### src/rtl/aux_retry_pkg.sv
package aux_retry_pkg;

  typedef enum logic [2:0] {
    RES_OK      = 3'd0,
    RES_INVALID = 3'd1,
    RES_TIMEOUT = 3'd2,
    RES_DISCON  = 3'd3,
    RES_BUSY    = 3'd4
  } att_res_e;

  localparam logic [3:0] RPL_ACK      = 4'h0;
  localparam logic [3:0] RPL_NACK     = 4'h1;
  localparam logic [3:0] RPL_DEFER    = 4'h2;
  localparam logic [3:0] RPL_I2C_NACK = 4'h4;
  localparam logic [3:0] RPL_I2C_DEF  = 4'h8;

  typedef enum logic [1:0] {
    ACT_RETRY = 2'd0,
    ACT_PASS  = 2'd1,
    ACT_FAIL  = 2'd2
  } act_e;

  typedef enum logic [2:0] {
    ST_IDLE  = 3'd0,
    ST_ISSUE = 3'd1,
    ST_WAIT  = 3'd2,
    ST_DELAY = 3'd3,
    ST_FIN   = 3'd4
  } st_e;

  // retry budget slots
  localparam int BUD_ACK  = 0;
  localparam int BUD_ACKW = 1;
  localparam int BUD_DEF  = 2;
  localparam int BUD_I2C  = 3;
  localparam int BUD_TMO  = 4;
  localparam int BUD_INV  = 5;
  localparam int NUM_BUD  = 6;

endpackage

### src/rtl/aux_retry_cnt.sv
module aux_retry_cnt #(
  parameter int W = 4
) (
  input  logic         clk,
  input  logic         rst_n,
  input  logic         clr,
  input  logic         inc,
  output logic [W-1:0] cnt_o
);
  logic [W-1:0] cnt_q, cnt_d;
  logic         cnt_en;

  always_comb begin
    cnt_en = clr || (inc && (cnt_q != {W{1'b1}}));
    cnt_d  = clr ? '0 : cnt_q + 1'b1;
  end

  always_ff @(posedge clk or negedge rst_n) begin
    if (!rst_n)      cnt_q <= '0;
    else if (cnt_en) cnt_q <= cnt_d;
  end

  assign cnt_o = cnt_q;
endmodule

### src/rtl/aux_us_timer.sv
module aux_us_timer #(
  parameter int CLK_PER_US = 100,
  parameter int US_W       = 16
) (
  input  logic            clk,
  input  logic            rst_n,
  input  logic            load,
  input  logic [US_W-1:0] load_us,
  output logic            expire
);
  localparam int PRE_W = (CLK_PER_US > 1) ? $clog2(CLK_PER_US) : 1;
  localparam logic [PRE_W-1:0] PRE_LAST = PRE_W'(CLK_PER_US - 1);

  logic [PRE_W-1:0] pre_q, pre_d;
  logic [US_W-1:0]  left_q, left_d;
  logic             run_q, run_d;
  logic             tick;

  always_comb begin
    tick   = run_q && (pre_q == PRE_LAST);
    expire = tick && (left_q == US_W'(1));
    pre_d  = pre_q;
    left_d = left_q;
    run_d  = run_q;
    if (load) begin
      pre_d  = '0;
      left_d = load_us;
      run_d  = (load_us != '0);
    end else if (run_q) begin
      pre_d = tick ? '0 : pre_q + 1'b1;
      if (tick) left_d = left_q - 1'b1;
      if (expire) run_d = 1'b0;
    end
  end

  always_ff @(posedge clk or negedge rst_n) begin
    if (!rst_n) begin
      pre_q  <= '0;
      left_q <= '0;
      run_q  <= 1'b0;
    end else if (load || run_q) begin
      pre_q  <= pre_d;
      left_q <= left_d;
      run_q  <= run_d;
    end
  end
endmodule

### src/rtl/aux_retry_decide.sv
module aux_retry_decide
  import aux_retry_pkg::*;
#(
  parameter int LEN_W           = 5,
  parameter int US_W            = 16,
  parameter int CNT_W           = 4,
  parameter int ACC_W           = 16,
  parameter int MAX_ATTEMPTS    = 7,
  parameter int ACK_RETRY_MAX   = 7,
  parameter int DEFER_RETRY_MAX = 7,
  parameter int I2C_DEFER_MAX   = 7,
  parameter int TIMEOUT_MAX     = 3,
  parameter int INVALID_MAX     = 2,
  parameter int ACK_WAIT_US     = 300,
  parameter int INVALID_WAIT_US = 400,
  parameter int POLL_US         = 1000,
  parameter int DEFER_TIME_US   = 50000
) (
  input  logic [2:0]                     res,
  input  logic [3:0]                     reply,
  input  logic [LEN_W-1:0]               bytes,
  input  logic                           cur_write,
  input  logic [LEN_W-1:0]               cur_len,
  input  logic [NUM_BUD-1:0][CNT_W-1:0]  bud_cnt,
  input  logic [CNT_W-1:0]               attempts,
  input  logic                           defer_seen,
  input  logic [ACC_W-1:0]               acc,
  input  logic [US_W-1:0]                defer_us,
  output act_e                           act,
  output logic [US_W-1:0]                wait_us,
  output logic [NUM_BUD-1:0]             bud_inc,
  output logic [NUM_BUD-1:0]             bud_clr,
  output logic                           to_status,
  output logic                           set_seen,
  output logic                           acc_ld,
  output logic [ACC_W-1:0]               acc_nxt
);
  logic [31:0] nxt [NUM_BUD];
  logic [31:0] sum_poll, sum_all;

  for (genvar g = 0; g < NUM_BUD; g++) begin : g_nxt
    assign nxt[g] = 32'(bud_cnt[g]) + 32'd1;
  end

  always_comb begin
    sum_poll = 32'(acc) + 32'(POLL_US);
    sum_all  = sum_poll + 32'(defer_us);
  end

  always_comb begin
    act       = ACT_RETRY;
    wait_us   = '0;
    bud_inc   = '0;
    bud_clr   = '0;
    to_status = 1'b0;
    set_seen  = 1'b0;
    acc_ld    = 1'b0;
    acc_nxt   = acc;
    case (res)
      RES_OK: begin
        bud_clr[BUD_TMO] = 1'b1;
        bud_clr[BUD_INV] = 1'b1;
        case (reply)
          RPL_ACK: begin
            if (!cur_write) begin
              if (bytes == cur_len) act = ACT_PASS;
              else begin
                bud_inc[BUD_ACK] = 1'b1;
                if (nxt[BUD_ACK] >= 32'(ACK_RETRY_MAX)) act = ACT_FAIL;
                else wait_us = US_W'(ACK_WAIT_US);
              end
            end else begin
              if (bytes == '0) act = ACT_PASS;
              else begin
                bud_inc[BUD_ACKW] = 1'b1;
                if (nxt[BUD_ACKW] >= 32'(ACK_RETRY_MAX)) act = ACT_FAIL;
                else begin
                  to_status = 1'b1;
                  wait_us   = US_W'(ACK_WAIT_US);
                end
              end
            end
          end
          RPL_DEFER: begin
            bud_inc[BUD_DEF] = 1'b1;
            set_seen         = 1'b1;
            if ((nxt[BUD_DEF] >= 32'(DEFER_RETRY_MAX)) &&
                (sum_poll >= 32'(DEFER_TIME_US)))
              act = ACT_FAIL;
            else begin
              wait_us = defer_us;
              acc_ld  = 1'b1;
              acc_nxt = (sum_all >= 32'(DEFER_TIME_US)) ? ACC_W'(DEFER_TIME_US)
                                                        : ACC_W'(sum_all);
            end
          end
          RPL_I2C_DEF: begin
            bud_clr[BUD_DEF] = 1'b1;
            bud_inc[BUD_I2C] = 1'b1;
            if (nxt[BUD_I2C] >= 32'(I2C_DEFER_MAX)) act = ACT_FAIL;
            else wait_us = defer_us;
          end
          default: act = ACT_FAIL;
        endcase
      end
      RES_INVALID: begin
        bud_inc[BUD_INV] = 1'b1;
        if (nxt[BUD_INV] >= 32'(INVALID_MAX)) act = ACT_FAIL;
        else wait_us = US_W'(INVALID_WAIT_US);
      end
      RES_TIMEOUT: begin
        if (defer_seen) begin
          bud_inc[BUD_DEF] = 1'b1;
          if (nxt[BUD_DEF] >= 32'(DEFER_RETRY_MAX)) act = ACT_FAIL;
          else wait_us = defer_us;
        end else begin
          bud_inc[BUD_TMO] = 1'b1;
          if (nxt[BUD_TMO] >= 32'(TIMEOUT_MAX)) act = ACT_FAIL;
        end
      end
      default: act = ACT_FAIL;
    endcase
    if ((act == ACT_RETRY) && (32'(attempts) >= 32'(MAX_ATTEMPTS))) act = ACT_FAIL;
  end
endmodule

### src/rtl/aux_retry_ctrl.sv
module aux_retry_ctrl
  import aux_retry_pkg::*;
#(
  parameter int CLK_PER_US      = 100,
  parameter int LEN_W           = 5,
  parameter int US_W            = 16,
  parameter int MAX_ATTEMPTS    = 7,
  parameter int ACK_RETRY_MAX   = 7,
  parameter int DEFER_RETRY_MAX = 7,
  parameter int I2C_DEFER_MAX   = 7,
  parameter int TIMEOUT_MAX     = 3,
  parameter int INVALID_MAX     = 2,
  parameter int ACK_WAIT_US     = 300,
  parameter int INVALID_WAIT_US = 400,
  parameter int POLL_US         = 1000,
  parameter int DEFER_TIME_US   = 50000
) (
  input  logic             clk,
  input  logic             rst_n,
  input  logic             req_valid,
  input  logic             req_write,
  input  logic [LEN_W-1:0] req_len,
  input  logic [US_W-1:0]  req_defer_us,
  output logic             att_start,
  output logic             att_write,
  output logic [LEN_W-1:0] att_len,
  input  logic             att_done,
  input  logic [2:0]       att_result,
  input  logic [3:0]       att_reply,
  input  logic [LEN_W-1:0] att_bytes,
  output logic             busy,
  output logic             done,
  output logic             pass,
  output logic [3:0]       last_reply
);
  localparam int CNT_W = $clog2(MAX_ATTEMPTS + 1) + 1;
  localparam int ACC_W = $clog2(DEFER_TIME_US + 1) + 1;

  st_e                          st_q, st_d;
  logic                         wr_q, wr_d;
  logic [LEN_W-1:0]             len_q, len_d;
  logic [US_W-1:0]              dly_q;
  logic                         seen_q, seen_d;
  logic [ACC_W-1:0]             acc_q, acc_d;
  logic                         pass_q, pass_d;
  logic [3:0]                   rpl_q;
  logic                         take_req, judge;

  logic [NUM_BUD-1:0][CNT_W-1:0] bud_cnt;
  logic [NUM_BUD-1:0]            bud_inc, bud_clr;
  logic [CNT_W-1:0]              att_cnt;

  act_e                          act;
  logic [US_W-1:0]               wait_us;
  logic                          to_status, set_seen, acc_ld;
  logic [ACC_W-1:0]              acc_nxt;
  logic                          tmr_load, tmr_exp;

  assign take_req = (st_q == ST_IDLE) && req_valid;
  assign judge    = (st_q == ST_WAIT) && att_done;

  // per-kind retry budgets
  for (genvar g = 0; g < NUM_BUD; g++) begin : g_bud
    aux_retry_cnt #(.W(CNT_W)) u_bud (
      .clk   (clk),
      .rst_n (rst_n),
      .clr   (take_req || (judge && bud_clr[g])),
      .inc   (judge && bud_inc[g]),
      .cnt_o (bud_cnt[g])
    );
  end

  aux_retry_cnt #(.W(CNT_W)) u_att_cnt (
    .clk   (clk),
    .rst_n (rst_n),
    .clr   (take_req),
    .inc   (st_q == ST_ISSUE),
    .cnt_o (att_cnt)
  );

  aux_retry_decide #(
    .LEN_W(LEN_W), .US_W(US_W), .CNT_W(CNT_W), .ACC_W(ACC_W),
    .MAX_ATTEMPTS(MAX_ATTEMPTS), .ACK_RETRY_MAX(ACK_RETRY_MAX),
    .DEFER_RETRY_MAX(DEFER_RETRY_MAX), .I2C_DEFER_MAX(I2C_DEFER_MAX),
    .TIMEOUT_MAX(TIMEOUT_MAX), .INVALID_MAX(INVALID_MAX),
    .ACK_WAIT_US(ACK_WAIT_US), .INVALID_WAIT_US(INVALID_WAIT_US),
    .POLL_US(POLL_US), .DEFER_TIME_US(DEFER_TIME_US)
  ) u_decide (
    .res        (att_result),
    .reply      (att_reply),
    .bytes      (att_bytes),
    .cur_write  (wr_q),
    .cur_len    (len_q),
    .bud_cnt    (bud_cnt),
    .attempts   (att_cnt),
    .defer_seen (seen_q),
    .acc        (acc_q),
    .defer_us   (dly_q),
    .act        (act),
    .wait_us    (wait_us),
    .bud_inc    (bud_inc),
    .bud_clr    (bud_clr),
    .to_status  (to_status),
    .set_seen   (set_seen),
    .acc_ld     (acc_ld),
    .acc_nxt    (acc_nxt)
  );

  aux_us_timer #(.CLK_PER_US(CLK_PER_US), .US_W(US_W)) u_timer (
    .clk     (clk),
    .rst_n   (rst_n),
    .load    (tmr_load),
    .load_us (wait_us),
    .expire  (tmr_exp)
  );

  always_comb begin
    st_d     = st_q;
    wr_d     = wr_q;
    len_d    = len_q;
    seen_d   = seen_q;
    acc_d    = acc_q;
    pass_d   = pass_q;
    tmr_load = 1'b0;
    case (st_q)
      ST_IDLE: if (req_valid) begin
        st_d   = ST_ISSUE;
        wr_d   = req_write;
        len_d  = req_len;
        seen_d = 1'b0;
        acc_d  = '0;
        pass_d = 1'b0;
      end
      ST_ISSUE: st_d = ST_WAIT;
      ST_WAIT: if (att_done) begin
        if (set_seen) seen_d = 1'b1;
        if (acc_ld)   acc_d  = acc_nxt;
        if (act == ACT_RETRY) begin
          if (to_status) begin
            wr_d  = 1'b0;
            len_d = '0;
          end
          if (wait_us == '0) st_d = ST_ISSUE;
          else begin
            st_d     = ST_DELAY;
            tmr_load = 1'b1;
          end
        end else begin
          st_d   = ST_FIN;
          pass_d = (act == ACT_PASS);
        end
      end
      ST_DELAY: if (tmr_exp) st_d = ST_ISSUE;
      ST_FIN:   st_d = ST_IDLE;
      default:  st_d = ST_IDLE;
    endcase
  end

  always_ff @(posedge clk or negedge rst_n) begin
    if (!rst_n) begin
      st_q   <= ST_IDLE;
      wr_q   <= 1'b0;
      len_q  <= '0;
      dly_q  <= '0;
      seen_q <= 1'b0;
      acc_q  <= '0;
      pass_q <= 1'b0;
      rpl_q  <= '0;
    end else begin
      st_q   <= st_d;
      wr_q   <= wr_d;
      len_q  <= len_d;
      seen_q <= seen_d;
      acc_q  <= acc_d;
      pass_q <= pass_d;
      if (take_req) dly_q <= req_defer_us;
      if (judge)    rpl_q <= att_reply;
    end
  end

  assign att_start  = (st_q == ST_ISSUE);
  assign att_write  = wr_q;
  assign att_len    = len_q;
  assign busy       = (st_q != ST_IDLE);
  assign done       = (st_q == ST_FIN);
  assign pass       = pass_q;
  assign last_reply = rpl_q;
endmodule

### config.mk
export PLATFORM = sky130hd
export DESIGN_NAME = aux_retry_ctrl
export DESIGN_NICKNAME = d
export VERILOG_FILES = /design/src/rtl/aux_retry_pkg.sv /design/src/rtl/aux_retry_cnt.sv /design/src/rtl/aux_us_timer.sv /design/src/rtl/aux_retry_decide.sv /design/src/rtl/aux_retry_ctrl.sv
export SDC_FILE = /design/constraint.sdc
export NUM_CORES = 1
export LEC_CHECK = 0
export BUFFER_PORTS_ARGS = -buffer_cell sky130_fd_sc_hd__clkbuf_2
export CORE_ASPECT_RATIO = 1.1
export CORE_UTILIZATION = 50
export DETAILED_ROUTE_END_ITERATION = 12
export PLACE_DENSITY_LB_ADDON = 0.25
export SETUP_SLACK_MARGIN = 0.15
export SYNTH_ARGS = -nofsm -noshare
export SYNTH_HDL_FRONTEND = slang
export SYNTH_SLANG_ARGS = --single-unit
### constraint.sdc
create_clock -name clk -period 5.4 [get_ports clk]
set_input_delay 0.27 -clock clk [delete_from_list [all_inputs] [get_ports clk]]
set_output_delay 0.27 -clock clk [all_outputs]
set_load 0.1 [all_outputs]
Word-level counts from Yosys, hierarchy flattened:

Index checks and enable logic that the tools add are counted.

* flip-flop bits (word level): 100
* output and inout port bits: 14
* logic and storage cells: 226
* input port bits: 38

* muxes and demuxes: 101
* equality and inequality tests: 30
* reduce and logical (&&, ||, !) cells: 51
* $lt $le $gt $ge: 9
* add/sub/neg operators: 17

Operators by type and width (number)
* $mux W16: 10
* $ge A32 B3 Y1 const B: 4
* $mux W17: 7
* $pmux W16 S3: 2
* $ge A32 B16 Y1 const B: 2
* $ge A32 B2 Y1 const B: 2
* $mux W1: 36
* $pmux W17 S2: 1
* $add A32 B16 Y32: 1
* $mux W2: 16
* $add A4 B1 Y5 const B: 6
* $add A4 B1 Y4 const B: 7
* $mux W4: 7
* $ne A4 B4 Y1 const B: 7
* $mux W9: 3
* $logic_and A1 B1 Y1: 21
* $mux W7: 3
* $mux W5: 4
* $add A17 B10 Y18 const B: 1
* $eq A16 B1 Y1 const B: 1
* $logic_not A16 Y1: 1
* $ne A2 B2 Y1 const B: 8
* $reduce_bool A16 Y1: 1
* $sub A16 B1 Y16 const B: 1
* other kinds (28): 56

Longest topological paths before layout:

Gate-level depths: netlist of the first run.

* depth after elaboration: 16
* depth in mapped cells: 16
* mapped depth without buffers: 14

Modules after synthesis:

From an unflattened synthesis of the first run, not the netlist that was laid out.

* cells, all modules: 874
* area total of the unflattened synthesis: 7905.1 um2

By module, submodules not included
* aux_retry_decide: times used 1, area an instance 2763.9 um2, cells each 388, sequential area each 0.0 um2
* aux_retry_ctrl: times used 1, area an instance 2090.8 um2, cells each 197, sequential area each 1201.2 um2
* aux_retry_cnt: times used 7, area an instance 229.0 um2, cells each 20, sequential area each 100.1 um2
* aux_us_timer: times used 1, area an instance 1447.6 um2, cells each 149, sequential area each 600.6 um2

Worst setup path after synthesis of the first run:

No wires, ideal clock.

* kind: register to register
* from: reg acc_q[3]
* to: reg acc_q[13]
* stages on the path, launching flop included: 16
* buffers on the path: 2
* setup time: 0.068 ns
* data arrival time: 3.828 ns
* slack: 1.504 ns
* period minus slack after synthesis: 3.896 ns
* required time: 5.332 ns
* cells stage by stage: dfrtp_1 ha_1 clkbuf_1 nor4_1 nand2_1 nand2_1 xnor2_1 ha_1 clkbuf_1 a21o_1 a221o_1 or3_1 a21oi_1 o2111ai_1 a211oi_2 a32o_1

* longest elaborated chain between the ends: 10
* elaborated cells on any way between the ends: 18
* those cells by class: add/sub (2); order compare (2); eq/ne (2); mux (10); reduce/logical (2)

RTL lines
* start: declaration: RTL line aux_retry_ctrl.sv:44 `logic [ACC_W-1:0] acc_q, acc_d;`
* start signal: assignment: RTL line aux_retry_ctrl.sv:166 `acc_q <= '0;`
* start signal: assignment: RTL line aux_retry_ctrl.sv:174 `acc_q <= acc_d;`
* $add A17 B10 Y18 *: RTL line aux_retry_decide.sv:46 `sum_poll = 32'(acc) + 32'(POLL_US);`
* $add A32 B16 Y32: RTL line aux_retry_decide.sv:47 `sum_all = sum_poll + 32'(defer_us);`
* $ge A32 B16 Y1: RTL line aux_retry_decide.sv:93 `acc_nxt = (sum_all >= 32'(DEFER_TIME_US)) ? ACC_W'(DEFER_TIME_US)`
* $mux W17: RTL line aux_retry_decide.sv:93
* $mux W17: RTL line aux_retry_decide.sv:87 `if ((nxt[BUD_DEF] >= 32'(DEFER_RETRY_MAX)) &&`
* $mux W17: RTL line aux_retry_decide.sv:63 `case (reply)`
* $mux W17: RTL line aux_retry_decide.sv:59 `case (res)`
* $mux W17: RTL line aux_retry_ctrl.sv:137 `if (acc_ld) acc_d = acc_nxt;`
* $mux W17: RTL line aux_retry_ctrl.sv:135 `ST_WAIT: if (att_done) begin`
* $pmux W17 S2: RTL line aux_retry_ctrl.sv:125 `case (st_q)`

Mark *: on every way between the ends. The rest lies on a longest branch, timed or not. The select of a mux whose other input is x is not followed.
A chain may end at the register's enable or synchronous reset.

Worst setup path after layout of the first run:

Ends and elaborated chain as after synthesis.

==> summary.txt, run 1 <==
Power and ir drop
  • Static leakage: 3.17 nW
  • Total power: 3.63 mW
  • Max VDD drop: 322 uV
  • PD cells: 483 nW/um^2

Final layout
  • Seq. cell area: about 2500 sq um
  • Antenna Cells: 0
  • FILL cells: 1,183
  • Layout cells sized above 1: 0.110
  • Commonest non-fill, non-tap cell in the layout: nand2_1
  • Most frequent cells in the layout: nand2_1 (137), dfrtp_1 (100), nor2_1 (63)
  • Multi-input logic area: 4110 sq um
  • Area grow syn2layout: 10.0%
  • Nets: 899
  • Finished Cell Area: 7510 sq um
  • Post-layout util: 0.566
  • Final non-filler cell total: 1,015

Setup path
  • Worst-path fanout max: 9
  • Crit end category: flip-flop
  • CP max stage delay: 0.52 ns
  • Worst Setup Start Kind: flip-flop
  • Worst EP arrival: 4.64 ns
  • Crit path cell chain: ha_1, nor4_1, nand2_1, nand2_1, xnor2_1, ha_1, a21o_1, a221o_1, or3_1, a21oi_1, o2111ai_1, a211oi_2, a32o_1
  • Worst EP required: around 5.7 ns
  • Slowest cell on crit path: nor4_1
  • Critical path type: flip-flop to flip-flop

Min path
  • Worst hold path class: input port to flip-flop

Timing
  • Hold Fails Final Rpt: 0
  • RSZ-0062 raised after global routing: no
  • Least-Margin Pin Slew: 1.26 ns
  • Final worst setup slack: 1.03 ns
  • Final setup viols: 0
  • Fin crit period: around 4.4 ns
  • FMAX: 229 MHz
  • Hold_ws: 0.110 ns
  • Max transition margin: 0.160
  • Final worst-path cycle share: 0.808
  • Clk_skew: 0.00815 ns
  • Setup TNS: 0 ns
  • Pins Over Slew Limit: 0

Global routing
  • First-pass GRT wire length: 29.5 mm
  • Largest net degree at the start of global routing: 56
  • Tot GR Track Use: 0.264
  • Total gr overflow: 0
  • Vias in the first global route: 6,027
  • Initial antenna violation count: 0

Synth
  • Post-Syn Nets: roughly 860
  • Post-Syn Area: 6830 sq um
  • Yosys cell types: 77
  • Post-synth EDFFs: 0
  • Ys flop type: dfrtp_1
  • Sequential area share after synthesis: 0.367
  • Synth async-reset ratio: 1.00
  • Ys Warns: 0
  • Syn_area_per_cell: about 8.6 sq um
  • Yosys reg bits: 100
  • Syn Inst Count: 791

Flow run
  • Max-Cap Viols: 0

Placement
  • DPL Wire Length: roughly 13 mm
  • Placed Cells: 999
  • Setup slack at placement: 1.14 ns
  • Final GP Congestion: 0.912
  • Placement Cell Area: 7190 sq um
  • Port Buffer Count: 51

Clocking
  • CTS tree: yes
  • CTS buffer count: 9
  • H-tree depth: 3
  • Clk_lat worst skew: 0.35 ns
  • Post-CTS Setup Inserts: 0
  • CTS max path bufs: 2
  • PostCTS Resize Cnt: 0
  • Clk slew on worst S/H paths: roughly 0.07 ns
  • Root buf cell: clkbuf_16
  • Clock sinks: 100

Die
  • Die X: 113 microns
  • Cell Rows: 44
  • Starting density of the core: 0.514
  • Die height: 125 microns
  • Die area: 14,100 sq um
  • Area of the core: between 10,000 and 15,000 sq um
  • # IOs: 52

Status
  • Status: complete, no violations

Drt
  • Total wire length: 17.7 mm
  • Via count: 6,120
  • Via density: ~6
  • Routed Antenna Nets: 0
  • Number of remaining DRC errors: 0
  • Avg WL per Cell: 17.4 microns
  • First-pass DRT Iterations: 4
  • First-iteration detailed-routing DRC count: 371
## layout make-up
cell class	instances	area share
Multi-Input combinational cell	644	0.548
Clock inverter	4	0.00983
Clock buffer	11	0.0310
Tap cell	184	0.0307
Timing Repair Buffer	56	0.0396
Sequential cell	100	0.333
Inverter	16	0.00800
## metal layers
metal | share of wire | up-vias | track usage
met3 | 0.047 | 44 | 0.0418
met5 | 0 | - | 0
met4 | 0.029 | 0 | 0.0998
met1 | 0.43 | 2961 | 0.338
met2 | 0.49 | 172 | 0.448
li1 | - | 2943 | -
## sequential cells by signal, summed over array words and instances (netlist names)
| signal | count |
|---|---|
| acc_q | 17 |
| att_len | 5 |
| att_write | 1 |
| dly_q | 16 |
| g_bud.u_bud.cnt_o | 24 |
| last_reply | 4 |
| pass | 1 |
| seen_q | 1 |
| st_q | 3 |
| u_att_cnt.cnt_o | 4 |
| u_timer.left_q | 16 |
| u_timer.pre_q | 7 |
| u_timer.run_q | 1 |
## logic make-up after synthesis
logic type	count (synthesis)	synth area share
compound gates	190	0.193
xor+xnor	48	0.0616
fa+ha+maj	34	0.0634
buf+inv	47	0.0306
flops	100	0.367
mux	27	0.0412
simple gates	345	0.244
## where the power goes
group          internal (mW)  leakage [nW]  switching [mW]  total, mW
Sequential             0.968          1.26           0.290       1.26
Clock                  0.405         0.150           0.280      0.685
Combinational          0.566          1.75            1.12       1.68
## synthesized netlist by cell type (4+ instances only)
master | count | area share
a31oi_1 | 10 | 0.0092
nand2_1 | 137 | 0.075
nand4_1 | 12 | 0.011
o21bai_1 | 4 | 0.0044
a21oi_1 | 42 | 0.031
o31ai_1 | 5 | 0.0055
mux2_2 | 6 | 0.0099
a22o_1 | 13 | 0.017
xnor2_1 | 29 | 0.037
nand4b_1 | 5 | 0.0064
and3_1 | 7 | 0.0064
nor4_1 | 12 | 0.011
buf_2 | 5 | 0.0037
mux2i_1 | 20 | 0.029
a21o_1 | 5 | 0.0055
xor2_1 | 19 | 0.024
or3_1 | 5 | 0.0046
nor2_1 | 63 | 0.035
clkbuf_1 | 23 | 0.013
ha_1 | 33 | 0.060
nand2b_1 | 10 | 0.0092
a211oi_1 | 7 | 0.0077
or4_1 | 8 | 0.0088
dfrtp_1 | 100 | 0.37
nand3b_1 | 4 | 0.0044
o21a_1 | 5 | 0.0055
nor2b_1 | 6 | 0.0055
nand3_1 | 26 | 0.019
nor3_1 | 26 | 0.019
o211ai_1 | 8 | 0.0088
inv_1 | 16 | 0.0088
and2_1 | 10 | 0.0092
o21ai_1 | 7 | 0.0051
o21ai_0 | 38 | 0.028
## timing repair
item | CTS | global route
hold buffers | 1 | 0
setup endpoints to repair | 0 | 0
endpoints found under the hold margin | 45 | 0
## final timing paths
kind	start	end	slack (ns)	cells after the start
hold reg to reg	last_reply[1]$_DFFE_PN0P_	last_reply[1]$_DFFE_PN0P_	0.49	2
min in group asynchronous	rst_n	u_timer.pre_q[3]$_DFFE_PN0P_	0.47	2
max in group asynchronous	rst_n	g_bud[5].u_bud.cnt_o[0]$_DFFE_PN0P_	3.79	3
setup / recovery	acc_q[3]$_DFFE_PN0P_	acc_q[13]$_DFFE_PN0P_	1.03	13
setup reg to reg	acc_q[3]$_DFFE_PN0P_	acc_q[13]$_DFFE_PN0P_	1.03	13
hold / removal	req_defer_us[0]	dly_q[0]$_DFFE_PN0P_	0.11	3
## critical path: cells and delay by family (launching register included)
kind / cells / cell delay, ns
and+or+nand+nor: 4 / 1.27
adders and majority gates: 2 / 0.72
DFF: 1 / 0.45
xor gates and xnor gates: 1 / 0.07
AOI/OAI and AO/OA: 6 / 1.78
No activity file was read; power rests on OpenSTA's default activity.
==> run 2: changes to the inputs <==
--- a/config.mk
+++ b/config.mk
@@ -5,6 +5,7 @@
 export SDC_FILE = /design/constraint.sdc
 export NUM_CORES = 1
 export LEC_CHECK = 0
+export ABC_AREA = 1
 export BUFFER_PORTS_ARGS = -buffer_cell sky130_fd_sc_hd__clkbuf_2
 export CORE_ASPECT_RATIO = 1.1
 export CORE_UTILIZATION = 50
==> constraint.sdc (replaced) <==
create_clock -name clk -period 3.84 [get_ports clk]
set_input_delay 0.192 -clock clk [delete_from_list [all_inputs] [get_ports clk]]
set_output_delay 0.192 -clock clk [all_outputs]
set_load 0.1 [all_outputs]
==> summary.txt, run 2 <==
Final layout
  • Post-layout util: 0.579
  • Finished Cell Area: 7710 sq um
  • Most frequent cells in the layout: nand2_1 (250), inv_1 (121), nor2_1 (108)
  • Commonest non-fill, non-tap cell in the layout: nand2_1
  • Antenna Cells: 0
  • FILL cells: around 1,300
  • Nets: around 1,100
  • Max FFs per register: 24
  • Layout cells sized above 1: 0.114
  • Area grow syn2layout: 11.8%

Timing
  • Final setup viols: 0
  • Fin crit period: 3.27 ns
  • Hold Fails Final Rpt: 14
  • Least-Margin Pin Slew: approximately 0.96 ns
  • Final worst-path cycle share: 0.851
  • Hold_ws: -0.0174 ns
  • Setup TNS: 0 ns
  • FMAX: 306 MHz
  • RSZ-0062 raised after global routing: no
  • Clk_skew: 0.0117 ns
  • Pins Over Slew Limit: 0
  • Max transition margin: 0.361
  • Final worst setup slack: 0.573 ns

Drt
  • Routed Antenna Nets: 0
  • First-iteration detailed-routing DRC count: 354
  • Via count: 6,410
  • Number of remaining DRC errors: 0
  • First-pass DRT Iterations: 5
  • Total wire length: 17.2 mm
  • Via density: 5.25
  • Avg WL per Cell: 14.0 microns

Synth
  • Top-count cell post-synth: nand2_1
  • Area leader, netlist: dfrtp_1
  • Post-Syn Area: about 6900 sq um
  • Top cell type's share of synthesized area: 0.363
  • Ys Warns: 0
  • Ys flop type: dfrtp_1
  • Post-synth EDFFs: 0
  • Synth top area cells: dfrtp_1 (36%), nand2_1 (14%), inv_1 (6.6%)
  • Syn Inst Count: 980
  • Synth cell count leaders: nand2_1 (251), inv_1 (121), nor2_1 (109)
  • Post-Syn Nets: 1,052
  • Yosys cell types: 47
  • Yosys reg bits: 100
  • Syn_area_per_cell: 7.04 sq um
  • Synth async-reset ratio: 1.00
  • Sequential area share after synthesis: 0.363

Global routing
  • Tot GR Track Use: 0.253
  • Total gr overflow: 0
  • Largest net degree at the start of global routing: 75
  • First-pass GRT wire length: 28.7 mm
  • Vias in the first global route: 6,099
  • Initial antenna violation count: 0

Die
  • Die height: 125 microns
  • Area of the core: 13,300 sq um
  • Die X: 114 microns
  • # IOs: 52
  • Starting density of the core: 0.518
  • Cell Rows: 44
  • Die area: 14,300 sq um

Placement
  • Port Buffer Count: 51
  • Setup slack at placement: approximately 0.55 ns
  • DPL Wire Length: about 13 mm
  • Final GP Congestion: 0.889
  • Placement Cell Area: 7360 sq um

Clocking
  • PostCTS Resize Cnt: 0
  • Clk slew on worst S/H paths: 0.08 ns
  • Clock sinks: 100
  • Post-CTS Setup Inserts: 0
  • Clk_lat worst skew: 0.36 ns
  • CTS buffer count: 9
  • CTS hold repair buffers: 0
  • CTS tree: yes
  • H-tree depth: 3
  • CTS max path bufs: 2
  • Root buf cell: clkbuf_16

Power and ir drop
  • PD cells: 825 nW/um^2
  • Static leakage: between 3 and 4 nW
  • Max VDD drop: 621 uV

Setup path
  • Worst Setup Start Kind: flip-flop
  • Critical path type: flip-flop to flip-flop
  • Worst-path fanout max: 16
  • Crit end category: flip-flop
  • Worst EP arrival: 3.52 ns
  • Worst EP required: between 4 and 5 ns

Status
  • Failing checks: hold timing
  • Status: finished with violations

Min path
  • Worst hold path class: input port to async pin

Flow run
  • Max-Cap Viols: 0
==> run 2: kinds of logic after synthesis <==
family / count (synthesis) / synth area share
xor gates and xnor gates: 39 / 0.0495
buffers and inverters: 154 / 0.0879
and+or+nand+nor: 514 / 0.325
AOI/OAI and AO/OA: 139 / 0.113
adders and majority gates: 34 / 0.0627
DFF: 100 / 0.363
==> run 2: worst paths after layout <==
kind	start	end	slack (ns)	cells past startpoint
max in group asynchronous	rst_n	dly_q[12]$_DFFE_PN0P_	2.93	2
min	rst_n	g_bud[0].u_bud.cnt_o[0]$_DFFE_PN0P_	-0.02	1
max	acc_q[3]$_DFFE_PN0P_	u_timer.left_q[9]$_DFFE_PN0P_	0.57	21
min reg2reg	last_reply[3]$_DFFE_PN0P_	last_reply[3]$_DFFE_PN0P_	0.48	2
min in group clk	req_defer_us[4]	dly_q[4]$_DFFE_PN0P_	0.03	3
max reg2reg	acc_q[3]$_DFFE_PN0P_	u_timer.left_q[9]$_DFFE_PN0P_	0.57	21
==> run 2: area by class of cell <==
class | count | area, sq um | area share
clock inverter | 7 | 121 | 0.0157
sequential | 100 | 2500 | 0.324
timing repair buffer | 59 | 318 | 0.0412
multi-input combinational | 727 | 3810 | 0.494
tap | 184 | 230 | 0.0298
clock buffer | 9 | 225 | 0.0292
inverter | 136 | 510 | 0.0662
==> run 2: worst max-delay path, stage by stage (launching register included) <==
cell and delay (ns):
dfrtp_1 0.40, ha_1 0.22, inv_1 0.13, nand4_2 0.18, nand2_1 0.16, nand3_1 0.09, nand4_1 0.11, nand2_1 0.07
nand2_2 0.11, nand2_4 0.09, nand2_2 0.08, nand2_2 0.15, nand2_1 0.10, nand2_1 0.10, nor2_1 0.12, nand3_1 0.08
nor2_1 0.14, nand2_2 0.20, nand3_4 0.28, nand2_2 0.17, nor2_1 0.13, nor2_1 0.05
==> run 2: power breakdown <==
group / internal, mW / total (mW) / switching (mW)
logic: 1.11 / 3.54 / 2.43
registers: 1.39 / 1.75 / 0.362
clock network: 0.642 / 1.08 / 0.436
total: 3.14 / 6.37 / 3.23
==> run 2: per-layer routing <==
layer | share of wire | track usage | vias up
met1 | 0.47 | 0.337 | 2971
met2 | 0.46 | 0.408 | 132
met5 | 0 | 0 | -
li1 | - | - | 3281
met3 | 0.042 | 0.0480 | 26
met4 | 0.020 | 0.0901 | 0
==> run 2: through the flow <==
stage               hold slack [ns]  power, mW  instances
floorplan                    -0.104       4.42        980
global placement              0.395       5.19       1205
detailed placement            0.397       5.22       1205
CTS                          0.0254       6.35       1221
global route                 0.0351       6.86       1222
finish                      -0.0174       6.37       1222
